<file path="config.mk">
export PLATFORM = sky130hd
export DESIGN_NAME = isu_top
export DESIGN_NICKNAME = d
export VERILOG_FILES = /design/src/rtl/isu_pkg.sv /design/src/rtl/isu_irq_prio.sv /design/src/rtl/isu_state.sv /design/src/rtl/isu_top.sv
export SDC_FILE = /design/constraint.sdc
export NUM_CORES = 1
export LEC_CHECK = 0
export ABC_AREA = 1
export ABC_CLOCK_PERIOD_IN_PS = 1080
export CORE_MARGIN = 1
export CORE_UTILIZATION = 37
export CTS_CLUSTER_DIAMETER = 50
export DETAILED_ROUTE_END_ITERATION = 16
export PLACE_DENSITY = 0.81
export SLEW_MARGIN = 40
export SYNTH_ARGS = -nofsm -noshare
export SYNTH_HDL_FRONTEND = slang
export SYNTH_SLANG_ARGS = --single-unit
export TNS_END_PERCENT = 1
</file>
<file path="constraint.sdc">
create_clock -name clk -period 1.08 [get_ports clk]
set_input_delay 0.108 -clock clk [delete_from_list [all_inputs] [get_ports clk]]
set_output_delay 0.108 -clock clk [all_outputs]
set_load 0.05 [all_outputs]
</file>
<file path="src/rtl/isu_pkg.sv">
package isu_pkg;

    typedef enum logic [1:0] {
        SEL_EPC    = 2'd0,
        SEL_CAUSE  = 2'd1,
        SEL_STATUS = 2'd2,
        SEL_MASK   = 2'd3
    } csr_sel_e;

    // bit 0 enable, bit 1 kernel, bit 2 prev enable, bit 3 prev kernel
    typedef struct packed {
        logic prev_kernel;
        logic prev_ie;
        logic kernel;
        logic ie;
    } status_t;

    localparam status_t STATUS_RESET = '{prev_kernel: 1'b0, prev_ie: 1'b0,
                                         kernel: 1'b1, ie: 1'b0};

    function automatic status_t status_enter(status_t s);
        status_t n;
        n.prev_kernel = s.kernel;
        n.prev_ie     = s.ie;
        n.kernel      = 1'b1;
        n.ie          = 1'b0;
        return n;
    endfunction

    function automatic status_t status_return(status_t s);
        status_t n;
        n             = s;
        n.kernel      = s.prev_kernel;
        n.ie          = s.prev_ie;
        return n;
    endfunction

    function automatic status_t status_merge(status_t s, logic [3:0] d, logic [3:0] m);
        return status_t'((4'(s) & ~m) | (d & m));
    endfunction

endpackage

</file>
<file path="src/rtl/isu_irq_prio.sv">
module isu_irq_prio #(
    parameter int NIRQ  = 8,
    parameter int IDX_W = (NIRQ > 1) ? $clog2(NIRQ) : 1
) (
    input  logic             clk,
    input  logic             rst,
    input  logic [NIRQ-1:0]  req,
    output logic             any,
    output logic [IDX_W-1:0] idx
);
    // lower[i] is set when some line below i requests
    logic [NIRQ-1:0] lower;

    assign lower[0] = 1'b0;
    for (genvar g = 1; g < NIRQ; g++) begin : g_chain
        assign lower[g] = lower[g-1] | req[g-1];
    end

    always_comb begin
        idx = '0;
        for (int i = 0; i < NIRQ; i++) begin
            if (req[i] && !lower[i]) idx = IDX_W'(i);
        end
    end

    assign any = |req;

    AST_WINNER_REQUESTS: assert property (@(posedge clk) disable iff (rst)
        any |-> req[idx]);
    AST_NO_LOWER_CONTENDER: assert property (@(posedge clk) disable iff (rst)
        any |-> ((req & ((NIRQ'(1) << idx) - NIRQ'(1))) == '0));

endmodule

</file>
<file path="src/rtl/isu_state.sv">
module isu_state
    import isu_pkg::*;
#(
    parameter int XLEN   = 32,
    parameter int NIRQ   = 8,
    parameter int CODE_W = 5
) (
    input  logic              clk,
    input  logic              rst,
    input  logic              exc_commit,
    input  logic [XLEN-1:0]   exc_pc,
    input  logic [CODE_W-1:0] exc_code,
    input  logic              rfe,
    input  logic              csr_we,
    input  logic [1:0]        csr_sel,
    input  logic [XLEN-1:0]   csr_wdata,
    input  logic [XLEN-1:0]   csr_wmask,
    output logic [XLEN-1:0]   epc_q,
    output logic [CODE_W-1:0] cause_q,
    output status_t           status_q,
    output logic [NIRQ-1:0]   mask_q
);
    logic     wr_ok;
    csr_sel_e sel;

    assign sel   = csr_sel_e'(csr_sel);
    assign wr_ok = csr_we && status_q.kernel && !exc_commit && !rfe;

    always_ff @(posedge clk) begin
        if (rst) begin
            epc_q    <= '0;
            cause_q  <= '0;
            status_q <= STATUS_RESET;
            mask_q   <= '0;
        end else if (exc_commit) begin
            epc_q    <= exc_pc;
            cause_q  <= exc_code;
            status_q <= status_enter(status_q);
        end else if (rfe) begin
            status_q <= status_return(status_q);
        end else if (wr_ok) begin
            case (sel)
                SEL_EPC:    epc_q <= (epc_q & ~csr_wmask) | (csr_wdata & csr_wmask);
                SEL_CAUSE:  cause_q <= (cause_q & ~csr_wmask[CODE_W-1:0])
                                     | (csr_wdata[CODE_W-1:0] & csr_wmask[CODE_W-1:0]);
                SEL_STATUS: status_q <= status_merge(status_q, csr_wdata[3:0], csr_wmask[3:0]);
                SEL_MASK:   mask_q <= (mask_q & ~csr_wmask[NIRQ-1:0])
                                    | (csr_wdata[NIRQ-1:0] & csr_wmask[NIRQ-1:0]);
                default: ;
            endcase
        end
    end

    AST_ENTRY_SAVES_PC: assert property (@(posedge clk) disable iff (rst)
        exc_commit |=> (epc_q == $past(exc_pc)) && (cause_q == $past(exc_code)));
    AST_ENTRY_KERNEL: assert property (@(posedge clk) disable iff (rst)
        exc_commit |=> status_q.kernel && !status_q.ie
                       && (status_q.prev_ie == $past(status_q.ie)));
    AST_RFE_POPS: assert property (@(posedge clk) disable iff (rst)
        (rfe && !exc_commit) |=> (status_q.ie == $past(status_q.prev_ie))
                                 && (status_q.kernel == $past(status_q.prev_kernel)));
    AST_USER_NO_WRITE: assert property (@(posedge clk) disable iff (rst)
        (csr_we && !status_q.kernel && !exc_commit && !rfe)
            |=> $stable(epc_q) && $stable(status_q) && $stable(mask_q));

endmodule

</file>
<file path="src/rtl/isu_top.sv">
module isu_top
    import isu_pkg::*;
#(
    parameter int XLEN      = 32,
    parameter int NIRQ      = 8,
    parameter int CODE_W    = 5,
    parameter int PEND_LSB  = 8,
    parameter int IDX_W     = (NIRQ > 1) ? $clog2(NIRQ) : 1
) (
    input  logic              clk,
    input  logic              rst,
    input  logic [NIRQ-1:0]   irq_lines,
    input  logic              exc_commit,
    input  logic [XLEN-1:0]   exc_pc,
    input  logic [CODE_W-1:0] exc_code,
    input  logic              rfe,
    input  logic              csr_we,
    input  logic [1:0]        csr_sel,
    input  logic [XLEN-1:0]   csr_wdata,
    input  logic [XLEN-1:0]   csr_wmask,
    output logic [XLEN-1:0]   csr_rdata,
    output logic              irq_pending,
    output logic [IDX_W-1:0]  irq_code,
    output logic              int_enable,
    output logic              kernel_mode,
    output logic [XLEN-1:0]   epc_value
);
    logic [XLEN-1:0]   epc_q;
    logic [CODE_W-1:0] cause_q;
    status_t           status_q;
    logic [NIRQ-1:0]   mask_q;
    logic [NIRQ-1:0]   live_req;
    logic              any_req;

    isu_state #(.XLEN(XLEN), .NIRQ(NIRQ), .CODE_W(CODE_W)) u_state (
        .clk(clk), .rst(rst),
        .exc_commit(exc_commit), .exc_pc(exc_pc), .exc_code(exc_code),
        .rfe(rfe), .csr_we(csr_we), .csr_sel(csr_sel),
        .csr_wdata(csr_wdata), .csr_wmask(csr_wmask),
        .epc_q(epc_q), .cause_q(cause_q), .status_q(status_q), .mask_q(mask_q)
    );

    assign live_req = irq_lines & mask_q;

    isu_irq_prio #(.NIRQ(NIRQ), .IDX_W(IDX_W)) u_prio (
        .clk(clk), .rst(rst), .req(live_req), .any(any_req), .idx(irq_code)
    );

    assign irq_pending = any_req && status_q.ie;
    assign int_enable  = status_q.ie;
    assign kernel_mode = status_q.kernel;
    assign epc_value   = epc_q;

    always_comb begin
        csr_rdata = '0;
        case (csr_sel_e'(csr_sel))
            SEL_EPC:    csr_rdata = epc_q;
            SEL_CAUSE: begin
                csr_rdata[CODE_W-1:0]       = cause_q;
                csr_rdata[PEND_LSB +: NIRQ] = irq_lines;
            end
            SEL_STATUS: csr_rdata[3:0]      = 4'(status_q);
            SEL_MASK:   csr_rdata[NIRQ-1:0] = mask_q;
            default: ;
        endcase
    end

    AST_NO_PEND_WHEN_OFF: assert property (@(posedge clk) disable iff (rst)
        !int_enable |-> !irq_pending);
    AST_PEND_NEEDS_UNMASKED: assert property (@(posedge clk) disable iff (rst)
        irq_pending |-> (irq_lines[irq_code] && mask_q[irq_code]));

endmodule

</file>
==> results.json, run 1 <==
{
  "final.period_utilization_pct": 138,
  "violations_in_the_final_reports": "negative setup slack",
  "power_per_cell_area_nw_per_um2": 819,
  "routed_wire_length_per_instance_um": 15.2,
  "status": "finished, violations left",
  "cts_htree_levels": 2,
  "post-route-worst-setup-slack_ns": -0.415,
  "io_pins": 186,
  "syn_to_final_growth_pct": 100,
  "globalRouteTotalUtil_pct": 29.3,
  "area_of_combinational_cells_with_multiple_inputs_um2": 2550,
  "clock_transition_at_the_registers_of_the_reported_paths_ns": 0.09,
  "synthXorXnorAreaFrac_pct": 0,
  "chipWidth_um": 102,
  "postSynthNetCount": 781,
  "slew_headroom_pct": 80.4,
  "setup_violations": 75,
  "synthAdderAreaFrac_pct": 1.70,
  "drt_iter0_markers": 220,
  "synth-seq-cells": 49,
  "drt_wl_total_mm": 15.3,
  "tritoncts": "built",
  "total_count_of_max_transition_violations_in_the_final_report": 0,
  "setup_crit_end_kind": "output pin",
  "maxClockFrequency_ghz": 0.669,
  "die_height_um": 102,
  "port-buffer-count": 185,
  "num_rows": 35,
  "ff2ff_path_depth": 6,
  "drc": 0,
  "layout_commonest_cell": "sky130_fd_sc_hd__nand2_1",
  "globalRouteOverflowTotal": 0,
  "finalHoldViolCount": 0,
  "report.power.total_mw": 6.02,
  "r2r_slack_ns": -0.06,
  "yosys-top-cells-area": "sky130_fd_sc_hd__dfxtp_1 27%, sky130_fd_sc_hd__nand2_1 22%, sky130_fd_sc_hd__nand3_1 12%, sky130_fd_sc_hd__inv_1 10%, sky130_fd_sc_hd__nor2_1 8.6%",
  "dp.final_hpwl_mm": 11.7,
  "crit_fanout": 3,
  "synth.cell_area_um2": 3670,
  "initial_core_util_pct": 39.0,
  "proportion_of_layout_cells_with_a_drive_suffix_above_1_pct": 29.2,
  "dieArea_um2": 10300,
  "detail_route.vias_per_cell": 5.14,
  "ys_warn_count": 0,
  "core-area_um2": 9420,
  "grt_setup_unrepaired": "true",
  "sequential_cell_area_um2": 1010,
  "place.gp.congestion": 0.956,
  "grt_start_max_net_pins": 49,
  "setup.worst_path.start": "irq_lines[0]",
  "timing.setup.critical_path_class": "primary input to output pin",
  "finish.net_count": 994,
  "clkSinkCount": 49,
  "final_util_pct": 78.1,
  "worstHoldStart": "exc_commit",
  "synth_top_cell_area_share_pct": 26.7,
  "postSynth.asyncResetShare_pct": 0,
  "number_of_global_route_vias_before_repair": 5145,
  "yosys.area.top_type": "sky130_fd_sc_hd__dfxtp_1",
  "antenna_found_initial": 0,
  "clkLatencyLatePin_ns": 0.31,
  "detailed_route_via_count": 5158,
  "cell_count_of_the_worst_hold_path": 4,
  "antenna_cells_inserted": 0,
  "max_cap_viol_count": 0,
  "route.antenna.remaining_nets": 0,
  "cts_hold_buf": 0,
  "seq_area_frac_synth_pct": 26.7,
  "tritoncts.num_buffers": 5,
  "largest_family_of_logic_cells_by_synthesized_area": "simple AND/OR/NAND/NOR gates",
  "synth-edff-count": 0,
  "final.fill_count": 673,
  "timing.critical_path.arrival_ns": 1.39,
  "ir_worst_vdd_v": 0.000587,
  "clock_tree.buffer_depth": 2,
  "synthesis.instances": 660,
  "netlist-cell-type-count": 24,
  "leakage_nw": 3.25,
  "ys.flop_type": "sky130_fd_sc_hd__dfxtp_1",
  "drt_first_pass_iters": 5,
  "hold_class": "primary input to flop",
  "yosys-mux-area-fraction_pct": 0,
  "clock_skew_ns": 0.00807,
  "grt_first_pass_wirelength_mm": 23.7,
  "tightestPinTransition_ns": 0.293,
  "startpoint_type": "primary input",
  "worst-endpoint-required_ns": 0.97,
  "most-common-layout-cells": "189 x sky130_fd_sc_hd__nand2_1, 110 x sky130_fd_sc_hd__clkdlybuf4s50_1, 82 x sky130_fd_sc_hd__nand3_1",
  "synth_simple_gate_area_share_pct": 48.0,
  "clockRootBuffer": "sky130_fd_sc_hd__clkbuf_8",
  "final.min_clock_period_ns": 1.50,
  "post_synth.cell_area_avg_um2": 5.56,
  "fin_setup_tns_ns": -11.37,
  "synth_compound_area_share_pct": 8.21
}
==> power breakdown <==
| group | total, mW | internal (mW) | switching (mW) |
|---|---|---|---|
| clock | 1.11 | 0.461 | 0.646 |
| combinational | 2.86 | 1.39 | 1.47 |
| sequential | 2.06 | 1.93 | 0.132 |
| total | 6.02 | 3.77 | 2.25 |
==> how the worst max path moves through the flow <==
| stage | endpoint | slack [ns] | depth (start not counted) |
|---|---|---|---|
| after floorplan | csr_rdata[0] | -0.17 | 6 |
| after global placement | csr_rdata[11] | -0.65 | 7 |
| after detailed placement | flop | -0.73 | 8 |
| after CTS | irq_code[0] | -0.41 | 8 |
| after global routing | irq_code[0] | -0.49 | 8 |
| final | irq_code[1] | -0.42 | 9 |
==> cell usage after synthesis (5+ instances only) <==
cell                      number
sky130_fd_sc_hd__nand3_1      86
sky130_fd_sc_hd__dfxtp_1      49
sky130_fd_sc_hd__buf_4         7
sky130_fd_sc_hd__o21ai_0       8
sky130_fd_sc_hd__buf_2        17
sky130_fd_sc_hd__inv_1        99
sky130_fd_sc_hd__ha_1          5
sky130_fd_sc_hd__a21oi_1      37
sky130_fd_sc_hd__nand2_1     215
sky130_fd_sc_hd__nor2_1       84
sky130_fd_sc_hd__nand4_1      29
==> timing repair <==
action,4_1_cts,5_1_grt
buffers inserted,3,0
endpoints found under the setup margin,85,88
pin swaps,6,4
resized for setup,59,24
==> kinds of logic after synthesis <==
group,Yosys count
buffers and inverters,135
AO/OA/AOI/OAI,53
adder cells (fa/ha/maj),5
flip-flops,49
AND/OR/NAND/NOR,418
==> through the flow <==
| step | setup WS (ns) | instances | hold WS [ns] | area [µm²] |
|---|---|---|---|---|
| 4_1_cts | -0.410 | 1003 | 0.337 | 7270 |
| 3_3_place_gp | -0.654 | 992 | 0.498 | 7030 |
| 3_5_place_dp | -0.726 | 992 | 0.505 | 7030 |
| 5_1_grt | -0.492 | 1003 | 0.370 | 7350 |
| 6_report | -0.415 | 1003 | 0.368 | 7350 |
| 2_1_floorplan | -0.169 | 660 | 0.177 | 4040 |
==> cell type report <==
| class | instances | share of cell area (%) |
|---|---|---|
| Sequential cell | 49 | 13.8 |
| Multi-Input combinational cell | 476 | 34.7 |
| Timing Repair Buffer | 239 | 42.0 |
| Clock buffer | 7 | 1.04 |
| Inverter | 102 | 6.20 |
| Tap cell | 129 | 2.20 |
| Clock inverter | 1 | 0.102 |
==> per-layer routing <==
metal  vias up  GRT usage, %  wire length, µm
met3        52          5.04             1210
met1      2370          33.0             5690
met2       239          52.1             7670
li1       2497             -                -
met5         -             0                0
met4         0          16.4              699
==> worst max-delay path, cell delays in order <==
cell	delay, ns
sky130_fd_sc_hd__clkdlybuf4s50_1	0.51
sky130_fd_sc_hd__nand2_4	0.13
sky130_fd_sc_hd__nand2_2	0.05
sky130_fd_sc_hd__inv_2	0.08
sky130_fd_sc_hd__nand2_4	0.07
sky130_fd_sc_hd__nor2_4	0.13
sky130_fd_sc_hd__nand2_2	0.09
sky130_fd_sc_hd__nand3_2	0.09
sky130_fd_sc_hd__buf_12	0.14
(Power assumes the default switching activity.)
==> run 2: changes to the inputs <==
--- a/config.mk
+++ b/config.mk
@@ -6,12 +6,12 @@
 export NUM_CORES = 1
 export LEC_CHECK = 0
 export ABC_AREA = 1
-export ABC_CLOCK_PERIOD_IN_PS = 1080
 export CORE_MARGIN = 1
-export CORE_UTILIZATION = 37
+export CORE_UTILIZATION = 38
+export CTS_BUF_LIST = sky130_fd_sc_hd__clkbuf_4 sky130_fd_sc_hd__clkbuf_8
 export CTS_CLUSTER_DIAMETER = 50
 export DETAILED_ROUTE_END_ITERATION = 16
-export PLACE_DENSITY = 0.81
+export PLACE_DENSITY = 0.83
 export SLEW_MARGIN = 40
 export SYNTH_ARGS = -nofsm -noshare
 export SYNTH_HDL_FRONTEND = slang
==> results.json, run 2 (synthesized netlist as in run 1, its figures left out) <==
{
  "status": "finished, violations left",
  "violations_in_the_final_reports": "negative setup slack",
  "post-place-ws_ns": -0.781,
  "globalRouteOverflowTotal": 0,
  "final.fill_count": 577,
  "globalRouteTotalUtil_pct": 32.0,
  "cts_htree_levels": 2,
  "setup_crit_end_kind": "output pin",
  "number_of_global_route_vias_before_repair": 5313,
  "dp.final_hpwl_mm": 11.9,
  "crit_top_cell": "sky130_fd_sc_hd__nand2_2",
  "wl_met1_mm": 6.13,
  "drt_wl_total_mm": 16.5,
  "cts_hold_buf": 0,
  "antenna_found_initial": 0,
  "chipWidth_um": 100,
  "num_rows": 35,
  "tritoncts.num_buffers": 5,
  "clkLatencyLatePin_ns": 0.31,
  "grt_first_pass_wirelength_mm": 25.2,
  "dr.max_layer_used": "met4",
  "startpoint_type": "flop",
  "detail_route.vias_per_cell": 5.21,
  "clock_transition_at_the_registers_of_the_reported_paths_ns": 0.10,
  "core-area_um2": 9280,
  "clockRootBuffer": "sky130_fd_sc_hd__clkbuf_8",
  "ir_worst_vdd_v": 0.000676,
  "power_per_cell_area_nw_per_um2": 817,
  "timing.setup.critical_path_class": "flop to output pin",
  "clock_tree.buffer_depth": 2,
  "grt_setup_unrepaired": "true",
  "die_height_um": 100,
  "slew_headroom_pct": 79.0,
  "proportion_of_layout_cells_with_a_drive_suffix_above_1_pct": 31.7,
  "antenna_cells_inserted": 0,
  "finalHoldWorstSlack_ns": 0.304,
  "grt_start_max_net_pins": 52,
  "clock_skew_ns": 0.0142,
  "final.min_clock_period_ns": 1.51,
  "slowest_cell_on_crit_path": "sky130_fd_sc_hd__dfxtp_2",
  "final_util_pct": 81.1,
  "ff2ff_path_depth": 7,
  "tightestPinTransition_ns": 0.313,
  "place.gp.congestion": 0.921,
  "list_of_cells_traversed_by_the_critical_path": "nand2_2, nand2_2, inv_2, nand2_4, nor2_4, nand2_2, nand3_2, buf_12",
  "io_pins": 186,
  "leakage_nw": 3.37,
  "cell_count_of_the_worst_hold_path": 6,
  "route.antenna.remaining_nets": 0,
  "routed_wire_length_per_instance_um": 16.4,
  "initial_core_util_pct": 39.6,
  "drt_first_pass_iters": 5,
  "final.period_utilization_pct": 139,
  "post-route-worst-setup-slack_ns": -0.425,
  "timing.critical_path.arrival_ns": 1.40,
  "finish.net_count": 1000,
  "detailroute.wirelength.met3_mm": 1.16,
  "report.power.total_mw": 6.16,
  "setup_violations": 76,
  "tritoncts": "built",
  "drc": 0,
  "total_count_of_max_transition_violations_in_the_final_report": 0,
  "worst-endpoint-required_ns": 0.97,
  "layout_commonest_cell": "sky130_fd_sc_hd__nand2_1",
  "detailed_route_via_count": 5258,
  "drt_iter0_markers": 303,
  "clkSinkCount": 49,
  "port-buffer-count": 185,
  "hold_class": "primary input to flop",
  "slowest_delay_ns": 0.35,
  "syn_to_final_growth_pct": 105,
  "maxClockFrequency_ghz": 0.664,
  "most-common-layout-cells": "184 x sky130_fd_sc_hd__nand2_1, 108 x sky130_fd_sc_hd__clkdlybuf4s50_1, 83 x sky130_fd_sc_hd__buf_12",
  "max_cap_viol_count": 0,
  "crit_fanout": 3,
  "finalHoldViolCount": 0,
  "dpl-instance-area_um2": 7090,
  "stdcell_area_um2": 7530,
  "dieArea_um2": 10100,
  "routed-wl-met2_mm": 8.36
}
[run 2: changes by cell type in the layout (fill, tap and decap cells not counted), moves of 3 or more]
cell | previous run | this run
sky130_fd_sc_hd__buf_12 | 79 | 83
sky130_fd_sc_hd__nand2_4 | 4 | 7
sky130_fd_sc_hd__nand2_1 | 189 | 184
sky130_fd_sc_hd__dfxtp_2 | 20 | 30
sky130_fd_sc_hd__dfxtp_1 | 27 | 17
[run 2: timing repair]
action                     4_1_cts  5_1_grt
gates cloned                     0        0
setup endpoints to repair       85       86
pin swaps                       12        8
resized for setup               99       19
buffers inserted                 7        1
[run 2: critical path, delay by kind of cell, from the launching register on]
kind	cells	cell delay, ns
AND/OR/NAND/NOR	6	0.53
buffers and inverters	2	0.21
flip-flops	1	0.35
[run 2: path summary, 6_finish.rpt]
| path | slack [ns] | startpoint | end |
|---|---|---|---|
| setup / recovery | -0.43 | flop | irq_code[0] |
| setup reg to reg | -0.20 | flop | flop |
| hold reg to reg | 0.51 | flop | flop |
| hold / removal | 0.30 | exc_commit | u_state.status_q[3]$_SDFFE_PP0P_ |
[run 2: metrics by stage]
step | cells | setup TNS [ns]
after floorplan | 660 | -9.80
after global placement | 995 | -51.36
after detailed placement | 995 | -55.17
after CTS | 1008 | -7.09
after global routing | 1009 | -12.46
final | 1009 | -8.63
[run 2: power breakdown]
group | total [mW] | internal [mW] | switching (mW) | leakage [nW]
Combinational | 2.96 | 1.44 | 1.52 | 2.91
Sequential | 2.07 | 1.93 | 0.140 | 0.415
Clock | 1.12 | 0.477 | 0.645 | 0.0484
Total | 6.16 | 3.85 | 2.31 | 3.37
[run 2: per-layer routing]
metal	track usage (%)	up-vias
met4	19.4	0
met3	4.87	71
met5	0	-
li1	-	2504
met1	34.7	2399
met2	58.3	284
[run 2: area by class of cell]
class	instances	area [µm²]	share of cell area, %
clock buffer	6	76.3	1.01
multi-input combinational	476	2610	34.7
sequential	49	1030	13.6
clock inverter	2	10.0	0.133
inverter	102	460	6.11
timing repair buffer	245	3180	42.3
tap	129	161	2.14
==> run 3: changes to the inputs <==
--- a/config.mk
+++ b/config.mk
@@ -6,6 +6,7 @@
 export NUM_CORES = 1
 export LEC_CHECK = 0
 export ABC_AREA = 1
+export CORE_ASPECT_RATIO = 1.5
 export CORE_MARGIN = 1
 export CORE_UTILIZATION = 38
 export CTS_BUF_LIST = sky130_fd_sc_hd__clkbuf_4 sky130_fd_sc_hd__clkbuf_8
==> results.json, run 3 (synthesized netlist as in run 1, its figures left out) <==
{
  "status": "finished, violations left",
  "violations_in_the_final_reports": "negative setup slack",
  "hold_class": "primary input to flop",
  "setup_crit_end_kind": "output pin",
  "clock_transition_at_the_registers_of_the_reported_paths_ns": 0.09,
  "maxClockFrequency_ghz": 0.656,
  "grt_setup_unrepaired": "true",
  "final_util_pct": 79.1,
  "leakage_nw": 3.26,
  "routed_wire_length_per_instance_um": 15.7,
  "globalRouteTotalUtil_pct": 31.1,
  "slowest_cell_on_crit_path": "sky130_fd_sc_hd__dfxtp_2",
  "timing.critical_path.arrival_ns": 1.42,
  "globalRouteOverflowTotal": 0,
  "antenna_found_initial": 0,
  "clockRootBuffer": "sky130_fd_sc_hd__clkbuf_8",
  "slowest_delay_ns": 0.35,
  "detailed_route_via_count": 5148,
  "io_pins": 186,
  "ir_worst_vdd_v": 0.000592,
  "number_of_global_route_vias_before_repair": 5260,
  "crit_top_cell": "sky130_fd_sc_hd__nand2_2",
  "port-buffer-count": 185,
  "grt_start_max_net_pins": 44,
  "layout_commonest_cell": "sky130_fd_sc_hd__nand2_1",
  "antenna_cells_inserted": 0,
  "drt_iter0_markers": 261,
  "chipWidth_um": 82.3,
  "r2r_slack_ns": -0.13,
  "crit_fanout": 3,
  "slew_headroom_pct": 78.2,
  "fin_setup_tns_ns": -10.08,
  "clkSinkCount": 49,
  "clkLatencyLatePin_ns": 0.32,
  "initial_core_util_pct": 39.5,
  "tritoncts": "built",
  "max_cap_viol_count": 0,
  "proportion_of_layout_cells_with_a_drive_suffix_above_1_pct": 29.9,
  "power_per_cell_area_nw_per_um2": 838,
  "setup_violations": 79,
  "drt_wl_total_mm": 15.4,
  "total_count_of_max_transition_violations_in_the_final_report": 0,
  "clock_tree.buffer_depth": 2,
  "clock_skew_ns": 0.00348,
  "final.fill_count": 588,
  "worst-endpoint-required_ns": 0.97,
  "drt_first_pass_iters": 5,
  "drc": 0,
  "report.power.total_mw": 6.17,
  "num_rows": 43,
  "dieArea_um2": 10100,
  "detail_route.vias_per_cell": 5.24,
  "place.gp.congestion": 0.905,
  "die_height_um": 122,
  "timing.setup.critical_path_class": "flop to output pin",
  "dp.final_hpwl_mm": 11.6,
  "tightestPinTransition_ns": 0.327,
  "finalHoldViolCount": 0,
  "list_of_cells_traversed_by_the_critical_path": "nand2_2, nand2_2, inv_2, nand2_4, nor2_4, nand2_2, nand3_2, buf_12",
  "final.period_utilization_pct": 141,
  "startpoint_type": "flop",
  "most-common-layout-cells": "188 x sky130_fd_sc_hd__nand2_1, 111 x sky130_fd_sc_hd__clkdlybuf4s50_1, 83 x sky130_fd_sc_hd__nand3_1",
  "tritoncts.num_buffers": 5,
  "post-route-worst-setup-slack_ns": -0.444,
  "grt_first_pass_wirelength_mm": 24.0,
  "cts_htree_levels": 2,
  "finish.net_count": 990,
  "core-area_um2": 9310,
  "syn_to_final_growth_pct": 101,
  "final.min_clock_period_ns": 1.52,
  "route.antenna.remaining_nets": 0
}
## run 3: changes by cell type in the layout (fill, tap and decap cells not counted), moves of 4 or more
| cell | delta |
|---|---|
| sky130_fd_sc_hd__dfxtp_2 | -10 |
| sky130_fd_sc_hd__buf_4 | -8 |
| sky130_fd_sc_hd__dfxtp_1 | +6 |
| sky130_fd_sc_hd__buf_12 | -4 |
| sky130_fd_sc_hd__dfxtp_4 | +4 |
| sky130_fd_sc_hd__nand2_1 | +4 |
## run 3: metrics by stage
stage	std cells	instance area (µm²)	hold slack, ns	setup slack, ns
floorplan	660	4040	0.177	-0.169
global placement	967	6940	0.497	-0.711
detailed placement	967	6940	0.505	-0.789
CTS	982	7250	0.333	-0.429
global route	982	7360	0.388	-0.494
finish	982	7360	0.359	-0.444
## run 3: layout make-up
cell class | instances | area [µm²] | area share (%)
multi-input cells | 476 | 2570 | 34.9
clock buffers | 8 | 97.6 | 1.33
well taps | 112 | 140 | 1.90
repair buffers | 235 | 3070 | 41.6
flip-flops and latches | 49 | 1030 | 14.0
inverters | 102 | 458 | 6.22
## run 3: metal layers
layer,up-vias,GRT usage (%),wire length [µm]
met3,67,6.62,907
met4,0,20.0,864
li1,2496,-,-
met5,-,0,0
met1,2332,31.8,5440
met2,253,55.5,8220
## run 3: final timing paths
path | startpoint | end | cells after the start
min reg2reg | flop | flop | 2
min | exc_commit | flop | 5
max | flop | irq_code[0] | 8
max reg2reg | flop | flop | 7
## run 3: timing repair
item / in CTS / in global routing
pin swaps: 8 / 7
setup endpoints to repair: 87 / 92
resized for setup: 72 / 33
hold buffers: 0 / 0
buffers inserted: 7 / 0
## run 3: where the power goes
part	total, mW	internal [mW]	switching (mW)
Clock	1.25	0.575	0.674
Sequential	2.06	1.92	0.138
Combinational	2.86	1.39	1.47
Total	6.17	3.89	2.28
## run 3: worst max-delay path: cells and delay by family (launching register included)
kind          cells  cell delay, ns
buf+inv           2            0.22
flops             1            0.35
simple gates      6            0.53
